## config.mk

```make
export PLATFORM = sky130hd
export DESIGN_NAME = prio_dwrr_sched
export DESIGN_NICKNAME = d
export VERILOG_FILES = /design/src/rtl/prio_dwrr_sched_pkg.sv /design/src/rtl/prio_dwrr_sched_ctrl.sv /design/src/rtl/prio_dwrr_sched_dp.sv /design/src/rtl/prio_dwrr_sched.sv
export SDC_FILE = /design/constraint.sdc
export NUM_CORES = 2
export LEC_CHECK = 0
export BUFFER_PORTS_ARGS = -buffer_cell sky130_fd_sc_hd__buf_2
export CAP_MARGIN = 30
export CORE_ASPECT_RATIO = 2
export CORE_UTILIZATION = 50
export CTS_CLUSTER_SIZE = 20
export DETAILED_ROUTE_END_ITERATION = 8
export PLACE_DENSITY = 0.7
export SYNTH_ARGS = -nofsm -noshare
export SYNTH_HDL_FRONTEND = slang
export SYNTH_HIERARCHICAL = 1
export SYNTH_SLANG_ARGS = --single-unit
```

## constraint.sdc

```tcl
create_clock -name clk -period 25 [get_ports clk]
set_clock_uncertainty 0.05 [all_clocks]
set_input_delay 3.75 -clock clk [delete_from_list [all_inputs] [get_ports clk]]
set_output_delay 3.75 -clock clk [all_outputs]
set_load 0.05 [all_outputs]
```

## src/rtl/prio_dwrr_sched_pkg.sv

```systemverilog
`timescale 1ns/1ps
package prio_dwrr_sched_pkg;

  typedef enum logic [1:0] {
    MODE_RR   = 2'd0,
    MODE_DWRR = 2'd1,
    MODE_SP   = 2'd2,
    MODE_SPX  = 2'd3
  } schedMode_t;

  // strobes from control to datapath, one decision per cycle
  typedef struct packed {
    logic issue;         // load a grant and debit the winning bucket
    logic visit;         // add quantum to the winner and pass the turn
    logic useExcess;     // winner was chosen from the excess class
    logic debitDeficit;  // deficit mode: subtract the length on issue
    logic accept;        // handshake completes this cycle
  } schedStrobe_t;

endpackage

```

## src/rtl/prio_dwrr_sched_ctrl.sv

```systemverilog
`timescale 1ns/1ps
module prio_dwrr_sched_ctrl
  import prio_dwrr_sched_pkg::*;
#(
  parameter int NQ = 8,
  parameter int LW = 8,
  parameter int PW = 2,
  parameter int TW = 12,
  parameter int DW = 10,
  parameter int IW = 3
) (
  input  logic [1:0]       mode,
  input  logic [NQ-1:0]    qNonEmpty,
  input  logic [NQ*LW-1:0] qHeadLen,
  input  logic [NQ*PW-1:0] qPrio,
  input  logic [NQ*TW-1:0] cirTok,
  input  logic [NQ*TW-1:0] eirTok,
  input  logic [NQ*DW-1:0] deficit,
  input  logic [IW-1:0]    turnPtr,
  input  logic [IW-1:0]    lastPtr,
  input  logic             grantValid,
  input  logic             grantReady,
  input  logic             portBackpressure,
  output schedStrobe_t     stb,
  output logic [IW-1:0]    winIdx
);

  logic [LW-1:0] lenOf [NQ];
  logic [NQ-1:0] commitOk, excessOk, classVec, cand;
  logic          anyCommit;
  logic [PW-1:0] topLvl;
  logic [IW-1:0] startIdx, pickIdx;
  logic          found, enough, decide, dwrr;
  schedMode_t    modeSel;

  assign modeSel = schedMode_t'(mode);
  assign dwrr    = (modeSel == MODE_DWRR);

  // token class of every queue
  always_comb begin
    for (int i = 0; i < NQ; i++) begin
      lenOf[i]    = qHeadLen[i*LW +: LW];
      commitOk[i] = qNonEmpty[i] && (cirTok[i*TW +: TW] >= TW'(lenOf[i]));
      excessOk[i] = qNonEmpty[i] && (eirTok[i*TW +: TW] >= TW'(lenOf[i]));
    end
  end

  assign anyCommit = |commitOk;
  assign classVec  = anyCommit ? commitOk : excessOk;

  // highest level present in the chosen class
  always_comb begin
    topLvl = '0;
    for (int i = 0; i < NQ; i++) begin
      if (classVec[i] && (qPrio[i*PW +: PW] > topLvl)) topLvl = qPrio[i*PW +: PW];
    end
  end

  always_comb begin
    for (int i = 0; i < NQ; i++) begin
      cand[i] = classVec[i] && (qPrio[i*PW +: PW] == topLvl);
    end
  end

  // where the rotating search begins
  always_comb begin
    case (modeSel)
      MODE_RR:   startIdx = (lastPtr == IW'(NQ-1)) ? '0 : IW'(lastPtr + 1'b1);
      MODE_DWRR: startIdx = turnPtr;
      default:   startIdx = '0;
    endcase
  end

  // first candidate at or after startIdx; scanned from far to near
  always_comb begin
    found   = 1'b0;
    pickIdx = '0;
    for (int k = NQ-1; k >= 0; k--) begin
      if (cand[(int'(startIdx) + k) % NQ]) begin
        found   = 1'b1;
        pickIdx = IW'((int'(startIdx) + k) % NQ);
      end
    end
  end

  assign enough = deficit[pickIdx*DW +: DW] >= DW'(lenOf[pickIdx]);
  assign decide = !grantValid && !portBackpressure && found;
  assign winIdx = pickIdx;

  always_comb begin
    stb              = '0;
    stb.issue        = decide && (!dwrr || enough);
    stb.visit        = decide && dwrr && !enough;
    stb.useExcess    = !anyCommit;
    stb.debitDeficit = dwrr;
    stb.accept       = grantValid && grantReady;
  end

endmodule

```

## src/rtl/prio_dwrr_sched_dp.sv

```systemverilog
`timescale 1ns/1ps
module prio_dwrr_sched_dp
  import prio_dwrr_sched_pkg::*;
#(
  parameter int NQ = 8,
  parameter int LW = 8,
  parameter int TW = 12,
  parameter int DW = 10,
  parameter int IW = 3
) (
  input  logic             clk,
  input  logic             rstN,
  input  schedStrobe_t     stb,
  input  logic [IW-1:0]    winIdx,
  input  logic [NQ-1:0]    qNonEmpty,
  input  logic [NQ*LW-1:0] qHeadLen,
  input  logic [NQ*LW-1:0] qQuantum,
  input  logic [NQ*TW-1:0] cirStep,
  input  logic [NQ*TW-1:0] eirStep,
  input  logic [NQ*TW-1:0] cirCap,
  input  logic [NQ*TW-1:0] eirCap,
  input  logic             refillTick,
  output logic [NQ*TW-1:0] cirTok,
  output logic [NQ*TW-1:0] eirTok,
  output logic [NQ*DW-1:0] deficit,
  output logic [IW-1:0]    turnPtr,
  output logic [IW-1:0]    lastPtr,
  output logic             grantValid,
  output logic [IW-1:0]    grantQueue,
  output logic [LW-1:0]    grantLen
);

  logic [TW-1:0] cirNext [NQ];
  logic [TW-1:0] eirNext [NQ];
  logic [DW-1:0] defNext [NQ];

  for (genvar g = 0; g < NQ; g++) begin : gQueue
    logic          hitG, visitG;
    logic [LW-1:0] lenG;
    logic [TW:0]   cSum, eSum;
    logic [DW-1:0] dVal;

    assign lenG   = qHeadLen[g*LW +: LW];
    assign hitG   = stb.issue && (winIdx == IW'(g));
    assign visitG = stb.visit && (winIdx == IW'(g));

    // debit, refill, then clamp at the ceiling
    always_comb begin
      cSum = {1'b0, cirTok[g*TW +: TW]};
      eSum = {1'b0, eirTok[g*TW +: TW]};
      if (hitG && !stb.useExcess) cSum = cSum - (TW+1)'(lenG);
      if (hitG &&  stb.useExcess) eSum = eSum - (TW+1)'(lenG);
      if (refillTick) begin
        cSum = cSum + {1'b0, cirStep[g*TW +: TW]};
        eSum = eSum + {1'b0, eirStep[g*TW +: TW]};
      end
      if (cSum > {1'b0, cirCap[g*TW +: TW]}) cSum = {1'b0, cirCap[g*TW +: TW]};
      if (eSum > {1'b0, eirCap[g*TW +: TW]}) eSum = {1'b0, eirCap[g*TW +: TW]};
    end

    always_comb begin
      dVal = deficit[g*DW +: DW];
      if (!qNonEmpty[g])                  dVal = '0;
      else if (visitG)                    dVal = dVal + DW'(qQuantum[g*LW +: LW]);
      else if (hitG && stb.debitDeficit)  dVal = dVal - DW'(lenG);
    end

    assign cirNext[g] = cSum[TW-1:0];
    assign eirNext[g] = eSum[TW-1:0];
    assign defNext[g] = dVal;
  end

  always_ff @(posedge clk) begin
    if (!rstN) begin
      cirTok     <= '0;
      eirTok     <= '0;
      deficit    <= '0;
      turnPtr    <= '0;
      lastPtr    <= IW'(NQ-1);
      grantValid <= 1'b0;
      grantQueue <= '0;
      grantLen   <= '0;
    end else begin
      for (int i = 0; i < NQ; i++) begin
        cirTok[i*TW +: TW]  <= cirNext[i];
        eirTok[i*TW +: TW]  <= eirNext[i];
        deficit[i*DW +: DW] <= defNext[i];
      end
      if (stb.visit) begin
        turnPtr <= (winIdx == IW'(NQ-1)) ? '0 : IW'(winIdx + 1'b1);
      end else if (stb.issue && stb.debitDeficit) begin
        turnPtr <= winIdx;
      end
      if (stb.issue) begin
        lastPtr    <= winIdx;
        grantValid <= 1'b1;
        grantQueue <= winIdx;
        grantLen   <= qHeadLen[winIdx*LW +: LW];
      end else if (stb.accept) begin
        grantValid <= 1'b0;
      end
    end
  end

endmodule

```

## src/rtl/prio_dwrr_sched.sv

```systemverilog
`timescale 1ns/1ps
module prio_dwrr_sched
  import prio_dwrr_sched_pkg::*;
#(
  parameter int NQ = 8,
  parameter int LW = 8,
  parameter int PW = 2,
  parameter int TW = 12,
  localparam int IW = $clog2(NQ),
  localparam int DW = LW + 2
) (
  input  logic             clk,
  input  logic             rstN,
  input  logic [1:0]       mode,
  input  logic [NQ-1:0]    qNonEmpty,
  input  logic [NQ*LW-1:0] qHeadLen,
  input  logic [NQ*PW-1:0] qPrio,
  input  logic [NQ*LW-1:0] qQuantum,
  input  logic [NQ*TW-1:0] cirStep,
  input  logic [NQ*TW-1:0] eirStep,
  input  logic [NQ*TW-1:0] cirCap,
  input  logic [NQ*TW-1:0] eirCap,
  input  logic             refillTick,
  input  logic             portBackpressure,
  input  logic             grantReady,
  output logic             grantValid,
  output logic [IW-1:0]    grantQueue,
  output logic [LW-1:0]    grantLen
);

  schedStrobe_t     stb;
  logic [IW-1:0]    winIdx, turnPtr, lastPtr;
  logic [NQ*TW-1:0] cirTok, eirTok;
  logic [NQ*DW-1:0] deficit;

  prio_dwrr_sched_ctrl #(
    .NQ(NQ), .LW(LW), .PW(PW), .TW(TW), .DW(DW), .IW(IW)
  ) uCtrl (
    .mode(mode), .qNonEmpty(qNonEmpty), .qHeadLen(qHeadLen), .qPrio(qPrio),
    .cirTok(cirTok), .eirTok(eirTok), .deficit(deficit),
    .turnPtr(turnPtr), .lastPtr(lastPtr),
    .grantValid(grantValid), .grantReady(grantReady),
    .portBackpressure(portBackpressure),
    .stb(stb), .winIdx(winIdx)
  );

  prio_dwrr_sched_dp #(
    .NQ(NQ), .LW(LW), .TW(TW), .DW(DW), .IW(IW)
  ) uDp (
    .clk(clk), .rstN(rstN), .stb(stb), .winIdx(winIdx),
    .qNonEmpty(qNonEmpty), .qHeadLen(qHeadLen), .qQuantum(qQuantum),
    .cirStep(cirStep), .eirStep(eirStep), .cirCap(cirCap), .eirCap(eirCap),
    .refillTick(refillTick),
    .cirTok(cirTok), .eirTok(eirTok), .deficit(deficit),
    .turnPtr(turnPtr), .lastPtr(lastPtr),
    .grantValid(grantValid), .grantQueue(grantQueue), .grantLen(grantLen)
  );

endmodule

```

# --- Word-level counts from Yosys, hierarchy flattened ---
# Cells that the tools add are included.
totals:
  regBits: 290
  out_inout_bits: 12
  in_bits: 543
  word_cells: 385
op_classes:
  shift: 2
  magnitude_cmp: 50
  n_addsub: 57
  reduce_logical: 113
  mux: 122
  n_eq_ne: 17
  multipliers: 1
  bitwise_logic: 8
ops:
  columns: ["op", "n"]
  rows:
  - ["two-way mux 13 bit", 32]
  - ["adder 13 x 12 -> 13 bit", 16]
  - ["greater-than comparator 13 x 12 -> 1 bit", 16]
  - ["subtractor 12 x 8 -> 13 bit", 16]
  - [">= comparator 12 x 8 -> 1 bit", 16]
  - ["two-way mux 12 bit", 16]
  - ["two-way mux 10 bit", 16]
  - ["adder 10 x 8 -> 10 bit", 8]
  - ["variable part select 80 x 8 -> 10 bit", 1]
  - ["subtractor 10 x 8 -> 10 bit", 8]
  - ["logical AND 1 bit", 79]
  - ["variable part select 64 x 7 -> 8 bit", 1]
  - ["two-way mux 3 bit", 12]
  - ["< comparator 4 x 5 -> 1 bit (second input constant)", 7]
  - ["two-way mux 1 bit", 25]
  - ["binary-select mux 1 bit (select 3 bit)", 8]
  - ["binary-select mux 8 bit (select 3 bit)", 1]
  - ["two-way mux 8 bit", 3]
  - ["OR reduction 3 bit", 7]
  - ["nonzero test 2 bit", 10]
  - ["== test 2 bit", 8]
  - ["two-way mux 2 bit", 8]
  - ["AND reduction 2 bit", 8]
  - ["== test 3 bit (second input constant)", 5]
  - ["20 further kinds", 43]

# --- Depth between registers and ports, before layout ---
logic_depth:
  word_depth: 54
  ltp_mapped: 112

# --- Hierarchy ---
# Netlist, hierarchy kept.
modules_own_cells:
  columns: ["mod", "area_each_um2", "seq_area_each_um2", "cells_per_inst", "n_inst"]
  rows:
  - ["prio_dwrr_sched_dp", 39185.1, 5805.6, 5081, 1]
  - ["prio_dwrr_sched_ctrl", 7519.7, 0.0, 986, 1]

# --- Worst setup path after synthesis ---
# Ideal clock, no wire load.
synth_timing:
  path_type: "in2reg"
  start: "in qHeadLen[0]"
  end: "reg uDp.cirTok[38]"
  path_slack_ns: 1.901
  required_time_ns: 24.822
  t_arrival_ns: 22.921
  cell_stages: 108
  cell_sequence: "ha_1 > nand2b_1 > a2111oi_2 > o2bb2ai_1 > nor4_4 > nand3_4 > inv_4 > a31o_2 > nand2_1 > ha_1 > nor2b_1 > o21ai_0 > nor4_1 > a31oi_1 > o21ai_0 > o21a_4 > inv_1 > ha_1 > (+72 left out) > a211oi_1 > o21ai_0 > a2111oi_0 > o31ai_1 > a21oi_1 > xnor2_1 > nand2_1 > o21ai_0 > ha_1 > and3_1 > a221oi_1 > nand2b_1 > o31ai_1 > nand2_1 > mux2i_2 > buf_6 > mux2i_1 > nor2_1"
synth_lines:
  columns: ["element", "line", "text"]
  rows:
  - ["start, declared", "prio_dwrr_sched.sv:16", "input logic [NQ*LW-1:0] qHeadLen,"]
  - ["end signal, assigned by index", "prio_dwrr_sched_dp.sv:85", "cirTok[i*TW +: TW] <= cirNext[i];"]
  - ["end, declared", "prio_dwrr_sched_dp.sv:23", "output logic [NQ*TW-1:0] cirTok,"]

==> results.md <==
- Ratio of cells with drive above 1 in the final layout: between 15 and 20%
- Layout Nets: around 8000
- Worst Hold Depth: 2
- Max_slew headroom: just under 30%
- Worst Path Arrival: ~24 ns
- Avg Cell Area, Syn: ~7.7 um2
- First-pass GRT wire length: 262 mm
- Netlist cell types: 122
- Remaining global-route overflow: 0
- Number of buffers created by CTS: 36
- Utilization after layout: 57.3%
- Row count: between 150 and 200
- Synth Register Bits: 290
- Core area: 92500 um2
- Logic pwr share: a little over four fifths
- Fillers: about 9000
- Cts hold-fix bufs: 0
- Status: finished clean
- Number of enable flip-flop cells after synthesis: 0
- F_max: 41.5 MHz
- YS warnings: 6
- Slowest cell on crit path: a2111oi_4
- Routed length per instance: around 23 um
- CTS Buffer Depth: 3
- Most common cell after layout, fill and taps aside: ha_1
- Clk Latency, worst-skew pair: 0.59 ns
- Reg clk slew, reported paths: 0.07 ns
- Area share of the largest cell type after synthesis: between 20% and 30%
- DRT iter0 DRCs: between 3000 and 4000
- Clk sinks: 290
- Critical Path Start Type: primary input
- Reg area: 5810 um2
- Register share of total power: 8.9%
- Gate Count Post-Synth: 6067
- Period utilization: 96.3%
- RR Endpoint: uDp/cirTok[43]$_SDFF_PN0_
- Worst R2R Path Depth: 99
- Endpoint, Worst Hold: uDp/deficit[6]$_SDFFE_PN0P_
- Net Count, Synth: 7427
- Die area: around 95000 um2
- Worst setup margin: 0.920 ns
- IR drop worst, VDD: 313 uV
- Shortest period the worst path allows: around 24 ns
- Sequential fraction of the synthesis area: 12.4%
- R2R setup slack: around 3.8 ns
- Antenna viol nets, final: 0
- Initial antenna violation count: 62
- HP Class: reg2reg
- Net switching fraction of the power: a little over half
- Pre-CTS setup slack: -0.644 ns
- Leak: 0.0253 uW
- Yosys top cell by area: ha_1
- Initial Utilization: 50.5%
- Setup Crit Path Kind: in2reg
- Ratio of routed vias to standard cells: ~6.2
- Crit path required time: around 25 ns
- Final slew viol count: 0
- Synthesized cell area: around 47000 um2
- Drt drc: 0
- Chip width: 218 um
- Tot Pwr: 8890 uW
- Area Growth Syn to Fin: 13.4%
- Largest net degree at the start of global routing: 112
- I/O Buffers: 554
- Cell Pwr Density: 168 nW/um2
- Most used cell, CP: ha_1
- H-tree depth: 2
- IO Count: 555
- Async SR Flop Fraction: 0%
- Multi-input gate area: 38500 um2
- Cell internal pwr: about 4000 uW
- Slew of the pin with the lowest slew margin: between 1 and 1.5 ns
- Total Wirelength: 177 mm
- Crit end category: flip-flop
- Start point of the critical path: qHeadLen[0]
- Post-synth top flop: dfxtp_1
- Area contributors post-synth: ha_1 (21%), dfxtp_1 (12%), a21oi_1 (4.6%)
- CP Max Fanout: 23
- Reg2reg start: uDp/cirTok[0]$_SDFF_PN0_
- Root buffer cell: clkbuf_16
- Via count: 49100
- Power share of the clock group: 6.4%
- Final HPWL DP: 146 mm
- Die outline height: 434 um
- Gr usage total: 35.7%
- CTS tree: done
- Slowest cell delay on critical path: 0.50 ns
- Final hold vios: 0
- NetSw: between 4000 and 5000 uW
- Placer Congestion: 1.01
- Final setup violation count: 0
- Most frequent cells in the layout: ha_1 (777), buf_2 (553), nand2_1 (519)
- Vias in the first global route: 48000
- Worst hold path startpoint: uDp/deficit[6]$_SDFFE_PN0P_
- Max Cap Violations: 0
- Pre-antenna DRT Iters: 8
[cell families after synthesis]
kind of cell	after synthesis	synth area share, %
and+or+nand+nor	1803	18.7
adders and majority gates	817	22.5
xor gates and xnor gates	339	6.39
muxes	330	7.91
buffers and inverters	679	5.80
DFF	290	12.4
AOI/OAI and AO/OA	1809	26.2
[repair_timing]
action / 4_1_cts / 5_1_grt
resized for setup: 0 / 56
setup buffers: 0 / 39
setup endpoints to repair: 11 / 192
cloned: 1 / 4
pin swaps: 0 / 16
[per-stage QoR]
stage               hold WS (ns)  instances  area [um2]  setup TNS (ns)
floorplan                  0.399       6067       46700               0
global placement           0.414       7724       51000               0
detailed placement         0.415       7727       51000          -13.20
CTS                        0.429       7791       52200               0
global route               0.454       7858       52900          -0.660
finish                     0.432       7869       53000               0
[worst max-delay path by stage]
stage	end	slack [ns]
after floorplan	uDp/cirTok[38]$_SDFF_PN0_	1.90
after global placement	uDp/cirTok[42]$_SDFF_PN0_	0.12
after detailed placement	uDp/cirTok[43]$_SDFF_PN0_	-0.64
after CTS	uDp/cirTok[43]$_SDFF_PN0_	0.11
after global routing	uDp/cirTok[44]$_SDFF_PN0_	-0.08
final	uDp/cirTok[43]$_SDFF_PN0_	0.92
[worst max-delay path, delay by kind of cell]
| kind | cells | cell delay, ns |
|---|---|---|
| AOI/OAI and AO/OA | 39 | 9.37 |
| and+or+nand+nor | 31 | 4.55 |
| adders and majority gates | 12 | 3.69 |
| muxes | 8 | 1.98 |
| buffers and inverters | 9 | 1.08 |
[layer usage]
| metal | global-route usage (%) | share of wire [%] |
|---|---|---|
| met5 | 0 | 0.16 |
| met2 | 64.8 | 50 |
| met3 | 6.07 | 6.8 |
| met4 | 24.2 | 7.2 |
| met1 | 37.1 | 36 |
[registers in the layout (all words and copies together), names as in the netlist]
register        flops
uDp/cirTok         96
uDp/deficit        80
uDp/eirTok         96
uDp/grantLen        8
uDp/grantQueue      3
uDp/grantValid      1
uDp/lastPtr         3
uDp/turnPtr         3
[cell usage after synthesis (16+ instances only)]
cell	n
and3_1	46
clkbuf_1	126
o2111ai_1	18
mux2i_1	184
ha_1	777
o211ai_1	77
or4_1	19
o21a_1	117
buf_2	42
a311oi_1	20
nand3b_1	18
o21ai_0	339
mux4_2	17
or3_1	43
a21oi_1	429
xor2_1	107
o22ai_1	17
o31ai_1	109
a2111oi_0	19
or2_2	24
a21o_1	164
o31a_1	41
a31oi_1	44
mux2_2	125
dfxtp_1	290
nor2_1	452
nand2b_1	69
inv_1	468
a211o_1	19
nor3_1	148
xnor2_1	230
nor3b_1	37
a211oi_1	165
a221oi_1	16
fa_1	40
buf_1	19
and2_1	20
nand4_1	47
nor2b_1	67
nand3_1	197
nand2_1	521
nor4_1	30
[power by group through the flow]
stage	clock, uW	combinational, uW	sequential [uW]
after floorplan	0	5420	744
after detailed placement	0	7060	803
after global routing	594	8130	810
final	571	7520	795
after global placement	0	6950	802
after CTS	582	7110	793
[final cells by class]
cell class / count / area share, %
clock inverters: 18 / 0.390
clock buffers: 45 / 1.92
multi-input cells: 5102 / 72.7
well taps: 1200 / 2.83
inverters: 473 / 3.39
flip-flops and latches: 290 / 11.0
repair buffers: 707 / 7.68
diodes: 34 / 0.161
No activity file was read; power rests on OpenSTA's default activity.
